==> config.mk <==
export PLATFORM = sky130hd
export DESIGN_NAME = sertx_core
export DESIGN_NICKNAME = d
export VERILOG_FILES = /design/src/rtl/sertx_pkg.sv /design/src/rtl/sertx_fifo.sv /design/src/rtl/sertx_shifter.sv /design/src/rtl/sertx_status.sv /design/src/rtl/sertx_core.sv
export SDC_FILE = /design/constraint.sdc
export NUM_CORES = 1
export LEC_CHECK = 0
export BUFFER_PORTS_ARGS = -buffer_cell sky130_fd_sc_hd__buf_2
export CORE_MARGIN = 10
export CORE_UTILIZATION = 61
export CTS_CLUSTER_SIZE = 14
export DETAILED_ROUTE_END_ITERATION = 8
export PLACE_DENSITY_LB_ADDON = 0.2
export SETUP_SLACK_MARGIN = 0.2
export SYNTH_ARGS = -nofsm -noshare
export SYNTH_HDL_FRONTEND = slang
export SYNTH_SLANG_ARGS = --single-unit
==> constraint.sdc <==
create_clock -name clk -period 3.7 [get_ports clk]
set_input_delay 0.37 -clock clk [delete_from_list [all_inputs] [get_ports clk]]
set_output_delay 0.37 -clock clk [all_outputs]
set_load 0.005 [all_outputs]
==> src/rtl/sertx_pkg.sv <==
`timescale 1ns/1ps
package sertx_pkg;

   localparam int SX_WORD_W = 9;

   typedef logic [SX_WORD_W-1:0] sx_word_t;

   typedef enum logic [1:0] {
      SX_IDLE  = 2'd0,
      SX_START = 2'd1,
      SX_DATA  = 2'd2,
      SX_STOP  = 2'd3
   } sx_state_e;

   localparam logic [2:0] SX_M_8  = 3'b001;
   localparam logic [2:0] SX_M_7P = 3'b011;
   localparam logic [2:0] SX_M_9  = 3'b100;
   localparam logic [2:0] SX_M_8W = 3'b101;
   localparam logic [2:0] SX_M_8P = 3'b111;

   typedef struct packed {
      logic [3:0] nbits;
      sx_word_t   bits;
   } sx_payload_t;

   // Payload bits in line order (bit 0 first) and how many of them are sent.
   function automatic sx_payload_t sx_build(input logic [2:0] mode,
                                            input sx_word_t   d,
                                            input logic       odd);
      sx_payload_t p;
      p.bits  = '0;
      p.nbits = 4'd8;
      case (mode)
         SX_M_7P: begin
            p.bits[6:0] = d[6:0];
            p.bits[7]   = (^d[6:0]) ^ odd;
            p.nbits     = 4'd8;
         end
         SX_M_9, SX_M_8W: begin
            p.bits  = d;
            p.nbits = 4'd9;
         end
         SX_M_8P: begin
            p.bits[7:0] = d[7:0];
            p.bits[8]   = (^d[7:0]) ^ odd;
            p.nbits     = 4'd9;
         end
         default: begin
            p.bits[7:0] = d[7:0];
            p.nbits     = 4'd8;
         end
      endcase
      return p;
   endfunction

endpackage

==> src/rtl/sertx_fifo.sv <==
`timescale 1ns/1ps
module sertx_fifo #(
   parameter int DEPTH = 16,
   parameter int WIDTH = 9
) (
   input  logic                       clk,
   input  logic                       rst_n,
   input  logic                       flush,
   input  logic                       wr_en,
   input  logic [WIDTH-1:0]           wr_data,
   input  logic                       rd_en,
   output logic [WIDTH-1:0]           rd_data,
   output logic [$clog2(DEPTH):0]     count
);
   localparam int AW = $clog2(DEPTH);
   localparam logic [AW:0] FULL_CNT = (AW+1)'(DEPTH);

   logic [WIDTH-1:0] mem [DEPTH];
   logic [AW-1:0]    wptr, rptr;
   logic [AW:0]      cnt;
   logic             wr_ok, rd_ok;

   assign wr_ok = wr_en && !flush && (cnt != FULL_CNT);
   assign rd_ok = rd_en && !flush && (cnt != '0);

   always_ff @(posedge clk) begin
      if (wr_ok) mem[wptr] <= wr_data;
   end

   always_ff @(posedge clk or negedge rst_n) begin
      if (!rst_n) begin
         wptr <= '0;
         rptr <= '0;
         cnt  <= '0;
      end else if (flush) begin
         wptr <= '0;
         rptr <= '0;
         cnt  <= '0;
      end else begin
         if (wr_ok) wptr <= wptr + 1'b1;
         if (rd_ok) rptr <= rptr + 1'b1;
         cnt <= cnt + (AW+1)'(wr_ok) - (AW+1)'(rd_ok);
      end
   end

   assign rd_data = mem[rptr];
   assign count   = cnt;

   // a write into a full queue without a pop leaves it untouched
   p_drop_full_r6: assert property (@(posedge clk) disable iff (!rst_n)
      (cnt == FULL_CNT && wr_en && !rd_en && !flush) |=> ($stable(cnt) && $stable(wptr)));

   // flush empties the queue on the next cycle
   p_flush_r8: assert property (@(posedge clk) disable iff (!rst_n)
      flush |=> (cnt == '0));

endmodule

==> src/rtl/sertx_shifter.sv <==
`timescale 1ns/1ps
module sertx_shifter
   import sertx_pkg::*;
#(
   parameter int OVS = 16
) (
   input  logic       clk,
   input  logic       rst_n,
   input  logic       tick,
   input  logic       avail,
   input  logic       hold,
   input  sx_word_t   din,
   input  logic [2:0] mode,
   input  logic [1:0] stop,
   input  logic       odd,
   output logic       load,
   output logic       txd,
   output logic       idle
);
   localparam int CW   = $clog2(2*OVS);
   localparam int HALF = OVS/2;
   localparam logic [CW-1:0] BIT_LAST = CW'(OVS-1);

   sx_state_e   state;
   sx_word_t    shreg;
   logic [3:0]  nleft;
   logic [CW-1:0] tcnt;
   logic [CW-1:0] stop_last;
   sx_payload_t pl;

   assign pl   = sx_build(mode, din, odd);
   assign load = (state == SX_IDLE) && avail && !hold;
   assign idle = (state == SX_IDLE);

   always_ff @(posedge clk or negedge rst_n) begin
      if (!rst_n) begin
         state     <= SX_IDLE;
         shreg     <= '0;
         nleft     <= '0;
         tcnt      <= '0;
         stop_last <= '0;
      end else begin
         case (state)
            SX_IDLE: begin
               if (load) begin
                  state     <= SX_START;
                  shreg     <= pl.bits;
                  nleft     <= pl.nbits;
                  tcnt      <= '0;
                  stop_last <= CW'(HALF * (int'(stop) + 1) - 1);
               end
            end
            SX_START: begin
               if (tick) begin
                  if (tcnt == BIT_LAST) begin
                     tcnt  <= '0;
                     state <= SX_DATA;
                  end else begin
                     tcnt <= tcnt + 1'b1;
                  end
               end
            end
            SX_DATA: begin
               if (tick) begin
                  if (tcnt == BIT_LAST) begin
                     tcnt  <= '0;
                     shreg <= shreg >> 1;
                     nleft <= nleft - 1'b1;
                     if (nleft == 4'd1) state <= SX_STOP;
                  end else begin
                     tcnt <= tcnt + 1'b1;
                  end
               end
            end
            SX_STOP: begin
               if (tick) begin
                  if (tcnt == stop_last) begin
                     tcnt  <= '0;
                     state <= SX_IDLE;
                  end else begin
                     tcnt <= tcnt + 1'b1;
                  end
               end
            end
            default: state <= SX_IDLE;
         endcase
      end
   end

   always_comb begin
      case (state)
         SX_START: txd = 1'b0;
         SX_DATA:  txd = shreg[0];
         default:  txd = 1'b1;
      endcase
   end

   // a gated engine never leaves idle
   p_cts_hold_r9: assert property (@(posedge clk) disable iff (!rst_n)
      (state == SX_IDLE && hold) |=> (state == SX_IDLE));

   // the cycle after a word is taken the line is at the start level
   p_start_low_r2: assert property (@(posedge clk) disable iff (!rst_n)
      load |=> !txd);

endmodule

==> src/rtl/sertx_status.sv <==
`timescale 1ns/1ps
module sertx_status #(
   parameter int DEPTH = 16
) (
   input  logic [$clog2(DEPTH):0] count,
   input  logic                   idle,
   input  logic [2:0]             mask,
   output logic                   te,
   output logic                   the,
   output logic                   tf,
   output logic                   tne,
   output logic                   irq
);
   localparam int AW = $clog2(DEPTH);
   localparam logic [AW:0] HALF_CNT = (AW+1)'(DEPTH/2);
   localparam logic [AW:0] FULL_CNT = (AW+1)'(DEPTH);

   assign tne = (count != '0);
   assign tf  = (count == FULL_CNT);
   assign the = (count <= HALF_CNT);
   assign te  = !tne && idle;
   assign irq = (mask[0] && te) || (mask[1] && the) || (mask[2] && tne);

   always_comb begin
      // a drained block is always at least half empty and never full
      p_empty_flags_r7: assert (!te || (the && !tf));
      // no interrupt without an enabled source
      p_irq_src_r10: assert (!irq || (mask != 3'b000));
   end

endmodule

==> src/rtl/sertx_core.sv <==
`timescale 1ns/1ps
module sertx_core
   import sertx_pkg::*;
#(
   parameter int DEPTH    = 16,
   parameter int WIDTH    = SX_WORD_W,
   parameter int OVS      = 16,
   parameter int CTS_SYNC = 2
) (
   input  logic             clk,
   input  logic             rst_n,
   input  logic             tick16,
   input  logic             wr_en,
   input  logic [WIDTH-1:0] wr_data,
   input  logic             flush,
   input  logic [2:0]       cfg_mode,
   input  logic [1:0]       cfg_stop,
   input  logic             cfg_odd,
   input  logic             cfg_cts_en,
   input  logic             cts_n,
   input  logic [2:0]       irq_mask,
   output logic             txd,
   output logic             st_empty,
   output logic             st_half,
   output logic             st_full,
   output logic             st_nempty,
   output logic             irq
);
   localparam int AW = $clog2(DEPTH);

   // Elaboration-time parameter checks
   if (WIDTH != SX_WORD_W) begin : g_bad_width
      $error("sertx_core: WIDTH must equal the package word width");
   end
   if (DEPTH < 2 || (1 << AW) != DEPTH) begin : g_bad_depth
      $error("sertx_core: DEPTH must be a power of two, at least 2");
   end
   if (OVS < 4 || (OVS % 2) != 0) begin : g_bad_ovs
      $error("sertx_core: OVS must be even and at least 4");
   end
   if (CTS_SYNC < 0 || CTS_SYNC > 4) begin : g_bad_sync
      $error("sertx_core: CTS_SYNC must be 0 to 4");
   end

   logic          cts_q;
   logic          hold;
   logic          load;
   logic          sh_idle;
   logic [AW:0]   count;
   sx_word_t      head;

   if (CTS_SYNC == 0) begin : g_cts_direct
      assign cts_q = cts_n;
   end else begin : g_cts_sync
      logic [CTS_SYNC-1:0] sync_q;
      always_ff @(posedge clk or negedge rst_n) begin
         if (!rst_n) sync_q <= '1;
         else        sync_q <= {sync_q[CTS_SYNC-2+1-1:0], cts_n} >> 0;
      end
      assign cts_q = sync_q[CTS_SYNC-1];
   end

   assign hold = cfg_cts_en && cts_q;

   sertx_fifo #(.DEPTH(DEPTH), .WIDTH(WIDTH)) u_fifo (
      .clk     (clk),
      .rst_n   (rst_n),
      .flush   (flush),
      .wr_en   (wr_en),
      .wr_data (wr_data),
      .rd_en   (load),
      .rd_data (head),
      .count   (count)
   );

   sertx_shifter #(.OVS(OVS)) u_shift (
      .clk   (clk),
      .rst_n (rst_n),
      .tick  (tick16),
      .avail (count != '0),
      .hold  (hold),
      .din   (head),
      .mode  (cfg_mode),
      .stop  (cfg_stop),
      .odd   (cfg_odd),
      .load  (load),
      .txd   (txd),
      .idle  (sh_idle)
   );

   sertx_status #(.DEPTH(DEPTH)) u_stat (
      .count (count),
      .idle  (sh_idle),
      .mask  (irq_mask),
      .te    (st_empty),
      .the   (st_half),
      .tf    (st_full),
      .tne   (st_nempty),
      .irq   (irq)
   );

endmodule

# Yosys cells after proc, flatten, opt, wreduce, memory -nomap -nowiden
# Memories as Yosys holds them, arrays and structs flattened.
# Cells that the tools add are included.
# totals
ff_bits,40
ram_bits,144
inputBits,25
output_inout_bits,6
wordCells,106
memories,1
# op_classes
add_sub_neg,8
n_lt_le_gt_ge,1
n_eq_ne,21
muxes,34
n_bitwise,2
reduce_logical,30
# mem_list
name,words,width,read_ports,rd_ports_with_merged_regs,write_ports,line_no,source
u_fifo.mem,16,9,1,0,1,sertx_fifo.sv:18,logic [WIDTH-1:0] mem [DEPTH];
# ops
op,count
5-bit two-way mux,6
4-bit two-way mux,7
9-bit two-way mux,3
9-bit one-hot mux with 2 select lines,1
2-bit two-way mux,8
5-bit one-hot mux with 3 select lines,1
2-bit by 1-bit != test with 1-bit output (second input constant),6
1-bit logical AND,11
3-bit == test (second input constant),3
4-bit by 1-bit adder with 4-bit output (second input constant),2
8-bit two-way mux,1
2-bit one-hot mux with 4 select lines,1
4-bit one-hot mux with 2 select lines,1
8-bit AND reduction,1
8-bit parity,1
7-bit parity,1
2-bit != test (second input constant),3
2-bit nonzero test,3
5-bit by 1-bit adder with 5-bit output,1
5-bit by 1-bit adder with 5-bit output (second input constant),1
5-bit by 4-bit == test with 1-bit output (second input constant),1
5-bit == test,1
5-bit == test (second input constant),1
5-bit by 4-bit <= comparator with 1-bit output (second input constant),1
other kinds (21),30

# Logic depth before layout (Yosys ltp)
# Gate-level depths: netlist (run 1).
# logic_depth
word_depth,7
ltp_mapped,16

# Hierarchy
# From an unflattened synthesis (run 1), not the netlist that was laid out.
# unflattened
hier_cells,486
hier_area_um2,8007.7
# modules_own_cells
mod,instances,cells_each,area_per_inst_um2
sertx_fifo,1,323,6394.9
sertx_shifter,1,148,1465.2
sertx_status,1,9,76.3
sertx_core,1,6,71.3

# Worst setup path after synthesis (run 1)
# No wires, ideal clock.
# synth_timing
path_kind,register to register
startpoint,register u_fifo.cnt[1] (netlist: u_fifo.count[1])
endpoint,register u_fifo.cnt[4] (netlist: u_fifo.count[4])
setup_ps,78
arrival_time_ps,2693
t_required_ps,3622
slack_ps,929
stages_incl_launch_ff,16
path_buffers,1
synth_period_minus_slack_ps,2771
path_cell_list,dfrtp_1 nor3_1 nand2_1 nand3_1 buf_1 nor2_1 ha_1 inv_1 ha_1 inv_1 fa_1 inv_1 a21oi_1 nor2_1 or3_1 a21oi_1
# synth_via
elab_chain_cells,7
elab_cells_between_ends,10
cone_classes,add/sub: 2; eq/ne: 1; mux: 1; reduce/logical: 6
# synth_rtl
element,line_no,source
from (decl),sertx_fifo.sv:20,logic [AW:0] cnt;
from (signal assigned),sertx_fifo.sv:42,cnt <= cnt + (AW+1)'(wr_ok) - (AW+1)'(rd_ok);
5-bit nonzero test (*),-,
named net st_nempty,sertx_core.sv:26,"output logic st_nempty,"
1-bit logical AND (2 in a row),sertx_shifter.sv:32,assign load = (state == SX_IDLE) && avail && !hold;
1-bit logical AND,sertx_fifo.sv:24,assign rd_ok = rd_en && !flush && (cnt != '0);
1-bit logical AND (*),sertx_fifo.sv:24,
5-bit by 1-bit subtractor with 5-bit output (*),sertx_fifo.sv:42,
5-bit two-way mux (*),sertx_fifo.sv:35,end else if (flush) begin
# The timed path passes the listed nets; every way through them passes the cells marked *.
# A chain may end at the register's enable or synchronous reset.

# Final worst setup path (run 1)
# layout_timing
startpoint,register u_fifo.rptr[0]
endpoint,register u_shift.shreg[7]
# layout_via
elab_chain_cells,6
# layout_rtl
element,line_no,source
from (decl),sertx_fifo.sv:19,"logic [AW-1:0] wptr, rptr;"
from (signal assigned),sertx_fifo.sv:41,if (rd_ok) rptr <= rptr + 1'b1;
memory read 16 x 9 bit (*),-,
7-bit parity,sertx_pkg.sv:36,p.bits[7] = (^d[6:0]) ^ odd;
1-bit XOR,sertx_pkg.sv:36,
8-bit two-way mux (*),sertx_pkg.sv:33,case (mode)
9-bit two-way mux (*),sertx_shifter.sv:45,if (load) begin
9-bit one-hot mux with 2 select lines (*),sertx_shifter.sv:43,case (state)
to (signal assigned),sertx_shifter.sv:47,shreg <= pl.bits;
to (signal assigned),sertx_shifter.sv:67,shreg <= shreg >> 1;
to (decl),sertx_shifter.sv:25,sx_word_t shreg;
# Mark *: on every way between the ends. The rest lies on a longest branch, timed or not. The select of a mux whose other input is x is not followed.

==> results.yml, run 1 <==
synthesis:
  async_reset_ff_share_pct: 20.9
  synth_edf_count: 144
  avgSynthCellArea_um2: 15.0
  syn_nets: 580
  synth_top_flop_cell: "edfxtp_1"
  yosysWarnings: 0
  syn_inst: 531
  synth_area_leader_cell: "edfxtp_1"
  seq_area_frac_synth_pct: 66.2
  syn-cell-area_um2: 7980
  synth_cell_type_count: 52
  synth_seq_cells: 182
  netlist_top_cells_area: "edfxtp_1 54%, dfrtp_1 11%, mux4_2 5.6%"
  synth_top_area_share_pct: 54.2
worst_setup_path:
  path_class: "flip-flop to flip-flop"
  start_kind: "flip-flop"
  crit_path_end_kind: "flip-flop"
  cp.arrival_ns: 3.42
  cp_data_required_time_ns: 4.03
  r2r-start: "u_fifo.rptr[0]"
  worstReg2RegEnd: "u_shift.shreg[7]"
  worstPathMaxFanout: 26
  r2r_slack_ns: 0.61
  rr_worst_depth: 8
power:
  power_density_nw_per_um2: 666
  leakage_nw: 3.24
  ir_drop_mv: 0.679
global_routing:
  track_usage_pct: 20.6
  grt_remaining_overflow: 0
  grt_max_degree: 39
  antenna_found_initial: 0
  grt_pass1_vias: 4946
  grt_pass1_wl_mm: 27.9
clock_tree:
  cts_buffers: 17
  ctsHoldBuffers: 0
  postCtsSetupBuffers: 0
  path_clk_slew_ns: 0.06
  cts_tree: "done"
  clock_latency_ns: 0.44
  ctsResizeCount: 0
  cts_root_buf: "clkbuf_16"
  htree_num_levels: 4
  clock-sinks: 182
  clockBufferDepth: 2
timing:
  tightest_slew_ns: 0.877
  holdWs_ns: 0.0272
  finalSetupViolations: 0
  max-slew-margin-rel_pct: 41.5
  period_minus_slack_ns: 3.09
  rsz0062_at_grt: "false"
  timing.fmax_mhz: 324
  finalHoldViolations: 0
  period_share_pct: 83.5
  setup_tns_ns: 0
  finClkSkew_ns: 0.00944
  worst_slack_ns: 0.612
  slew_viol_final: 0
placed_design:
  dp_hpwl_mm: 11.7
  placed_cell_area_um2: 8410
  pre_cts_ws_ns: 0.625
  numPortBuffers: 30
  gp_congestion: 0.922
detailed_routing:
  avgViaCountPerCell: 6.26
  remaining_drc_errors: 0
  vias: 4812
  drt-pass1-iter-count: 5
  antenna_left: 0
  drt_wl_total_mm: 17.5
  drt_iter0_markers: 435
  wl_per_cell_um: 22.7
finish:
  drive_above_1_share_pct: 19.8
  final_area_um2: 8990
  num_antenna_cells: 0
  area_growth_syn_to_layout_pct: 12.7
  num-nets-final: 634
floorplan:
  rows: 41
  die_w_um: 134
  die_area_um2: 18000
  initial_core_util_pct: 62.7
  ios: 31
  fp.dieH_um: 134
  coreArea_um2: 12700
hold_path:
  min-delay-start: "cts_n"
  hold_depth: 1
  hp-class: "input port to flip-flop"
  min_to: "g_cts_sync.sync_q[0]"
outcome:
  status: "finished, final reports clean"
job:
  maxCapViolCount: 0
==> cell usage after synthesis, types with 2 or more instances <==
| library cell | number |
|---|---|
| a211o_1 | 2 |
| a211oi_1 | 3 |
| a21o_1 | 3 |
| a21oi_1 | 19 |
| a221oi_1 | 15 |
| a221oi_2 | 2 |
| a22o_1 | 5 |
| a22oi_1 | 6 |
| and3_1 | 3 |
| buf_1 | 4 |
| buf_2 | 5 |
| buf_4 | 2 |
| buf_6 | 4 |
| clkbuf_1 | 6 |
| dfrtp_1 | 36 |
| dfstp_2 | 2 |
| edfxtp_1 | 144 |
| ha_1 | 23 |
| inv_1 | 24 |
| mux2_2 | 2 |
| mux2i_1 | 34 |
| mux4_2 | 20 |
| nand2_1 | 31 |
| nand2b_1 | 9 |
| nand3_1 | 8 |
| nand3b_1 | 2 |
| nand4_1 | 3 |
| nor2_1 | 30 |
| nor2b_1 | 3 |
| nor3_1 | 8 |
| o211a_1 | 4 |
| o211ai_1 | 2 |
| o21a_1 | 4 |
| o21ai_0 | 28 |
| o21ai_1 | 3 |
| o31ai_1 | 8 |
| or3_1 | 3 |
| xnor2_1 | 5 |
| xor2_1 | 3 |
==> per-layer routing <==
metal  GRT usage, %  vias to the layer above  part of all wire, %
met5              0                        -                    0
met4           8.28                        0                  2.5
met3           6.42                       35                  7.6
met2           32.9                      198                   50
met1           25.7                     2432                   40
li1               -                     2147                    -
==> metrics by stage <==
stage / utilization (%) / instances / power, mW
6_report: 70.7 / 769 / 5.99
5_1_grt: 70.7 / 769 / 6.31
4_1_cts: 70.7 / 769 / 6.01
3_5_place_dp: 66.1 / 738 / 4.25
3_3_place_gp: 66.1 / 738 / 4.17
2_1_floorplan: - / 531 / 3.84
==> worst max path at each step <==
stage / to / slack (ns) / cells past startpoint / from
final: u_shift.shreg[7] / 0.61 / 8 / u_fifo.rptr[0]
after global routing: u_shift.shreg[7] / 0.49 / 8 / u_fifo.rptr[0]
after CTS: u_shift.shreg[7] / 0.62 / 8 / u_fifo.rptr[0]
after detailed placement: u_shift.shreg[7] / 0.62 / 8 / u_fifo.rptr[0]
after global placement: u_shift.shreg[7] / 0.77 / 8 / u_fifo.rptr[0]
after floorplan: u_fifo.count[4] / 0.93 / 15 / u_fifo.count[1]
==> sequential cells by signal (all words and copies together) (netlist names) <==
signal             cells
g_cts_sync.sync_q      2
u_fifo.wptr            4
u_shift.stop_last      3
u_fifo.mem           144
u_shift.shreg          9
u_shift.nleft          4
u_shift.state          2
u_fifo.rptr            4
u_fifo.count           5
u_shift.tcnt           5
==> where the power goes <==
| group | leakage, nW | internal (mW) | switching (mW) | total [mW] |
|---|---|---|---|---|
| clock | 0.274 | 0.993 | 0.765 | 1.76 |
| combinational | 1.19 | 0.771 | 0.950 | 1.72 |
| sequential | 1.78 | 2.37 | 0.138 | 2.51 |
==> cell families (layout without fill, tap and decap cells) <==
| logic type | count (synthesis) | count (layout) | share of synthesized area (%) |
|---|---|---|---|
| buffers and inverters | 48 | 114 | 3.06 |
| DFF | 182 | 182 | 66.2 |
| xor gates and xnor gates | 8 | 8 | 0.879 |
| and+or+nand+nor | 102 | 102 | 5.87 |
| muxes | 57 | 57 | 10.5 |
| AOI/OAI and AO/OA | 110 | 110 | 9.63 |
| adders and majority gates | 24 | 24 | 3.86 |
==> worst max-delay path, stage by stage, from the launching register on <==
cell,delay [ns]
dfrtp_2,0.64
buf_12,0.28
mux4_2,0.52
a22oi_1,0.36
o211ai_1,0.19
a211o_1,0.32
a211oi_2,0.30
o21ai_0,0.15
a31o_1,0.19
==> final cells by class <==
cell class                      instances  area (µm²)
Clock inverter                         14         149
Multi-Input combinational cell        301        2450
Sequential cell                       182        5280
Clock buffer                           17         425
Fill cell                             871        3730
Inverter                               25        93.8
Tap cell                              172         215
Timing Repair Buffer                   58         373
==> cells in the final DEF (no fill, tap or decap), drive strengths merged, types with 3 or more instances in the layout <==
| master | n |
|---|---|
| a211oi | 4 |
| a21o | 3 |
| a21oi | 19 |
| a221oi | 17 |
| a22o | 5 |
| a22oi | 6 |
| and3 | 3 |
| buf | 58 |
| clkbuf | 17 |
| clkinv | 6 |
| clkinvlp | 3 |
| dfrtp | 36 |
| edfxtp | 144 |
| ha | 23 |
| inv | 28 |
| mux2i | 34 |
| mux4 | 21 |
| nand2 | 31 |
| nand2b | 9 |
| nand3 | 8 |
| nand4 | 3 |
| nor2 | 30 |
| nor2b | 3 |
| nor3 | 8 |
| o211a | 4 |
| o21a | 4 |
| o21ai | 31 |
| o31ai | 9 |
| or3 | 3 |
| xnor2 | 5 |
| xor2 | 3 |
(Power assumes the default switching activity.)
==> inputs of run 2 (changes only) <==
- clock period: 3.7 -> 3.2 ns (I/O delays scaled with it)
==> run 2 against run 1 <==
  * Sequential cell count unchanged
  * Cell count increased by 0.26%
  * Global-route usage decreased by 0.98 points
  * Wire length decreased by 3.3%
  * Critical path depth unchanged
  * Setup slack got worse by 0.25 ns
  * Sequential power increased by 14%
  * Count of clock-buffer cells in the layout increased by 3
  * Non-clock buffer count increased by 1
  * Critical endpoint is now u_shift.shreg[8]
  * Largest power group unchanged
==> results.yml, run 2 (same netlist as run 1, synthesis figures left out) <==
detailed_routing:
  wl_per_cell_um: 21.9
  avgViaCountPerCell: 6.18
  antenna_left: 0
  vias: 4763
  drt_wl_total_mm: 16.9
  drt-pass1-iter-count: 5
  drt_iter0_markers: 433
  remaining_drc_errors: 0
timing:
  period_minus_slack_ns: 2.84
  finalHoldViolations: 0
  worst_slack_ns: 0.363
  finClkSkew_ns: 0.00945
  holdWs_ns: 0.0321
  period_share_pct: 88.7
  rsz0062_at_grt: "false"
  slew_viol_final: 0
  timing.fmax_mhz: 352
  tightest_slew_ns: 0.924
  max-slew-margin-rel_pct: 38.4
  finalSetupViolations: 0
  setup_tns_ns: 0
power:
  power_density_nw_per_um2: 774
  total_power_mw: 6.98
  power_switching_mw: 2.17
  seqPwrFrac_pct: 41.1
  p_int_mw: 4.81
  power_switching_share_pct: 31.0
  leakage_nw: 3.25
  p_clk_share_pct: 29.8
  ir_drop_mv: 0.490
  pwr-share-comb_pct: 29.1
floorplan:
  die_w_um: 134
  rows: 41
  coreArea_um2: 12700
  fp.dieH_um: 134
  die_area_um2: 18000
  ios: 31
  initial_core_util_pct: 62.7
placed_design:
  numPortBuffers: 30
  dp.cells: 738
  dp_hpwl_mm: 11.1
  pre_cts_ws_ns: 0.401
  placed_cell_area_um2: 8410
  gp_congestion: 0.850
job:
  maxCapViolCount: 0
finish:
  regArea_um2: 5280
  final_common_cell: "edfxtp_1"
  num-nets-final: 635
  stdcell_count: 771
  regMostFlops: "u_fifo.mem"
  fill_cells: 875
  final_area_um2: 9020
  multi_input_area_um2: 2460
  largest_reg_flops: 144
  reg.largest.list: "u_fifo.mem x144, u_shift.shreg x9"
  drive_above_1_share_pct: 19.9
  finish.utilization_pct: 70.9
  mostFrequentLayoutCells: "144 x edfxtp_1, 35 x dfrtp_1, 34 x mux2i_1, 31 x nand2_1"
  num_antenna_cells: 0
  area_growth_syn_to_layout_pct: 13.1
worst_setup_path:
  path_class: "flip-flop to flip-flop"
  crit_path_end_kind: "flip-flop"
  worstPathMaxFanout: 34
  worstReg2RegEnd: "u_shift.shreg[8]"
  r2r_slack_ns: 0.36
  r2r-start: "u_fifo.rptr[0]"
  rr_worst_depth: 8
  start_kind: "flip-flop"
  cp.arrival_ns: 3.16
  cp_data_required_time_ns: 3.52
clock_tree:
  cts_tree: "done"
  clock_latency_ns: 0.43
  cts_buffers: 17
  clockBufferDepth: 2
  cts_root_buf: "clkbuf_16"
  htree_num_levels: 4
  clock-sinks: 182
  path_clk_slew_ns: 0.06
global_routing:
  grt_remaining_overflow: 0
  track_usage_pct: 19.7
  grt_pass1_wl_mm: 26.8
  antenna_found_initial: 0
  grt_max_degree: 39
  grt_pass1_vias: 4818
hold_path:
  hp-class: "input port to asynchronous set/reset pin"
outcome:
  status: "finished, final reports clean"
[run 2: cell types whose count changed in the layout (fill, tap and decap cells not counted)]
cell,change
clkbuf_1,+2
clkinv_2,-2
clkinv_4,-2
inv_8,+2
a221oi_1,-1
a221oi_2,+1
and2_1,-1
and2_2,+1
clkbuf_8,+1
clkinvlp_4,+1
dlygate4sd3_1,+1
inv_6,-1
[run 2: final cells by class]
type                    instances  area share, %
flip-flops and latches        182           58.5
multi-input cells             301           27.3
repair buffers                 59           4.24
inverters                      25           1.04
well taps                     172           2.39
clock buffers                  20           4.95
clock inverters                12           1.58
[run 2: timing repair]
action,in CTS,in global routing
setup endpoints to repair,0,2
hold buffers,1,0
setup buffers,0,0
resized for setup,0,2
hold endpoints to repair,1,0
[run 2: power groups by stage]
stage,Combinational [mW],Sequential [mW],Clock [mW]
finish,2.03,2.87,2.08
global route,2.26,2.89,2.22
global placement,1.95,2.90,0
floorplan,1.57,2.87,0
CTS,2.04,2.87,2.12
detailed placement,2.03,2.91,0
[run 2: critical path: stages, from the launching register on]
cell	delay, ns
dfrtp_2	0.44
buf_12	0.28
mux4_2	0.56
a22oi_1	0.33
a211oi_1	0.15
a211o_1	0.34
a211oi_2	0.29
nor3_1	0.11
o31ai_2	0.23
[run 2: how the worst max path moves through the flow]
| stage | cells after the start | endpoint | startpoint | slack (ns) |
|---|---|---|---|---|
| after CTS | 9 | u_shift.shreg[8] | u_fifo.rptr[0] | 0.34 |
| after floorplan | 15 | u_fifo.count[4] | u_fifo.count[1] | 0.43 |
| final | 8 | u_shift.shreg[8] | u_fifo.rptr[0] | 0.36 |
| after global placement | 9 | u_shift.shreg[7] | u_fifo.rptr[0] | 0.36 |
| after detailed placement | 9 | u_shift.shreg[7] | u_fifo.rptr[0] | 0.40 |
| after global routing | 9 | u_shift.shreg[7] | u_fifo.rptr[0] | 0.21 |
[run 2: metal layers]
metal	track usage, %	share of wire [%]	routed length, µm
met1	25.6	43	7270
met2	31.8	49	8200
met3	4.78	6.8	1140
met4	6.17	1.7	283
met5	0	0	0
==> inputs of run 3 (changes only) <==
- ABC_AREA: unset -> 1
- CORE_UTILIZATION: 61 -> 66
- clock period: 3.2 -> 3.5 ns (I/O delays scaled with it)
==> run 3 against run 2 <==
  * Count of clock-buffer cells in the layout is 4 higher
  * Synthesized cell count is 63% higher
  * Critical path depth is 7 higher
  * Critical path type unchanged
  * Highest routed layer unchanged
==> results.yml, run 3 <==
detailed_routing:
  drt_iter0_markers: 577
  vias: 6035
  avgViaCountPerCell: 5.57
  antenna_left: 0
  remaining_drc_errors: 0
  wl_per_cell_um: 16.6
  drt-pass1-iter-count: 6
  drt_wl_total_mm: 18.0
worst_setup_path:
  rr_worst_depth: 15
  r2r-start: "u_shift.state[0]"
  cp_data_required_time_ns: 3.80
  slowest_stage: "dfrtp_1"
  path_cells: "inv_1, ha_1, inv_1, a21oi_1, nand2_1, nor2_1, ha_1, inv_1, ha_1, inv_1, fa_1, nor3_1, a211oi_1, o21ai_0, a21oi_1"
  crit_top_cell: "inv_1"
  worstPathMaxFanout: 7
  r2r_slack_ns: 0.70
  startpoint: "u_shift.state[0]"
  slowest_delay_ns: 0.40
  worstReg2RegEnd: "u_fifo.count[4]"
  crit_end: "u_fifo.count[4]"
  cp.arrival_ns: 3.10
  crit_path_end_kind: "flip-flop"
  path_class: "flip-flop to flip-flop"
  start_kind: "flip-flop"
synthesis:
  ys_top_cells_by_count: "290 x nand2_1, 144 x edfxtp_1, 95 x nor2_1"
  synth_edf_count: 144
  netlist_top_cells_area: "edfxtp_1 51%, nand2_1 13%, dfrtp_1 11%"
  synth_seq_cells: 182
  syn_nets: 917
  yosysWarnings: 0
  syn_inst: 868
  synth_cell_type_count: 36
  seq_area_frac_synth_pct: 62.7
  yosysMostFrequentCell: "nand2_1"
  synth_top_area_share_pct: 51.4
  synth_area_leader_cell: "edfxtp_1"
  synth_top_flop_cell: "edfxtp_1"
  avgSynthCellArea_um2: 9.69
  syn-cell-area_um2: 8410
  async_reset_ff_share_pct: 20.9
finish:
  final_common_cell: "nand2_1"
  drive_above_1_share_pct: 8.78
  num_antenna_cells: 0
  multi_input_area_um2: 2650
  num-nets-final: 947
  area_growth_syn_to_layout_pct: 10.5
  regMostFlops: "u_fifo.mem"
  regArea_um2: 5280
  largest_reg_flops: 144
  reg.largest.list: "u_fifo.mem x144, u_shift.shreg x9"
  fill_cells: 847
  mostFrequentLayoutCells: "290 x nand2_1, 144 x edfxtp_1, 95 x nor2_1, 81 x inv_1, 52 x nand3_1"
placed_design:
  numPortBuffers: 30
  pre_cts_ws_ns: 0.702
  dp_hpwl_mm: 11.8
  gp_congestion: 0.837
job:
  maxCapViolCount: 0
global_routing:
  grt_max_degree: 85
  grt_pass1_wl_mm: 29.4
  track_usage_pct: 21.1
  grt_remaining_overflow: 0
  antenna_found_initial: 0
  grt_pass1_vias: 5874
floorplan:
  die_area_um2: 17700
  die_w_um: 133
  rows: 41
  ios: 31
  coreArea_um2: 12600
  initial_core_util_pct: 66.9
  fp.dieH_um: 133
timing:
  period_share_pct: 79.9
  period_minus_slack_ns: 2.80
  finalSetupViolations: 0
  finClkSkew_ns: 0.00690
  rsz0062_at_grt: "false"
  timing.fmax_mhz: 358
  setup_tns_ns: 0
  max-slew-margin-rel_pct: 41.0
  slew_viol_final: 0
  finalHoldViolations: 0
  worst_slack_ns: 0.703
  tightest_slew_ns: 0.881
clock_tree:
  path_clk_slew_ns: 0.06
  cts_root_buf: "clkbuf_16"
  clock-sinks: 182
  clock_latency_ns: 0.43
  clockBufferDepth: 2
  htree_num_levels: 4
  ctsResizeCount: 0
  cts_buffers: 17
  cts_tree: "done"
  ctsHoldBuffers: 0
  postCtsSetupBuffers: 0
power:
  ir_drop_mv: 0.430
  leakage_nw: 3.92
  power_density_nw_per_um2: 699
hold_path:
  hp-class: "input port to flip-flop"
outcome:
  status: "finished, final reports clean"
## run 3: changes by cell type in the layout (fill, tap and decap cells not counted), moves of 6 or more
cell / change
nand3_1: +44
inv_1: +57
nand2b_1: -9
a22oi_1: -6
mux2i_1: -34
nand2_1: +259
a221oi_1: -13
mux4_2: -20
nor2_1: +65
buf_4: -20
o21ai_0: +20
o31ai_1: -6
## run 3: worst min path at each step
stage                         start                    to  slack (ns)  cells after the start
2_1_floorplan                 rst_n       u_fifo.count[0]        0.05                      0
3_3_place_gp   g_cts_sync.sync_q[0]  g_cts_sync.sync_q[1]        0.35                      0
3_5_place_dp   g_cts_sync.sync_q[0]  g_cts_sync.sync_q[1]        0.36                      0
4_1_cts                       cts_n  g_cts_sync.sync_q[0]       0.009                      1
5_1_grt                       cts_n  g_cts_sync.sync_q[0]       0.003                      1
6_report                      cts_n  g_cts_sync.sync_q[0]        0.02                      1
## run 3: layout make-up
class | instances | area share (%)
clock buffer | 24 | 5.07
clock inverter | 8 | 1.36
inverter | 88 | 3.55
multi-input combinational | 571 | 28.5
sequential | 182 | 56.8
tap | 172 | 2.31
timing repair buffer | 38 | 2.40
## run 3: cells by family after synthesis
logic type / count (synthesis) / share of synthesized area (%)
adders and majority gates: 24 / 3.66
DFF: 182 / 62.7
xor gates and xnor gates: 5 / 0.521
AOI/OAI and AO/OA: 85 / 5.59
and+or+nand+nor: 457 / 21.7
buffers and inverters: 115 / 5.77
## run 3: per-layer routing
metal / routed length (µm) / GRT usage (%)
met4: 340 / 7.03
met2: 8940 / 34.9
met5: 0 / 0
met3: 1480 / 4.81
met1: 7260 / 26.8
## run 3: through the flow
step / std cells / util, % / area (µm²) / hold WS (ns) / power, mW
4_1_cts: 1083 / 74.0 / 9300 / 0.00914 / 6.50
3_3_place_gp: 1051 / 69.2 / 8700 / 0.347 / 4.48
2_1_floorplan: 868 / - / 8410 / 0.0544 / 4.06
3_5_place_dp: 1051 / 69.2 / 8700 / 0.356 / 4.59
5_1_grt: 1083 / 74.0 / 9300 / 0.00303 / 6.89
6_report: 1083 / 74.0 / 9300 / 0.0195 / 6.50
## run 3: worst max-delay path: cells and delay by family, from the launching register on
family	cells	cell delay, ns
AO/OA/AOI/OAI	4	0.41
adder cells (fa/ha/maj)	4	0.98
buffers and inverters	4	0.33
flip-flops	1	0.40
AND/OR/NAND/NOR	3	0.55
## run 3: power by group
group | switching, mW | internal [mW]
Clock | 0.758 | 1.16
Combinational | 1.35 | 0.613
Sequential | 0.111 | 2.51
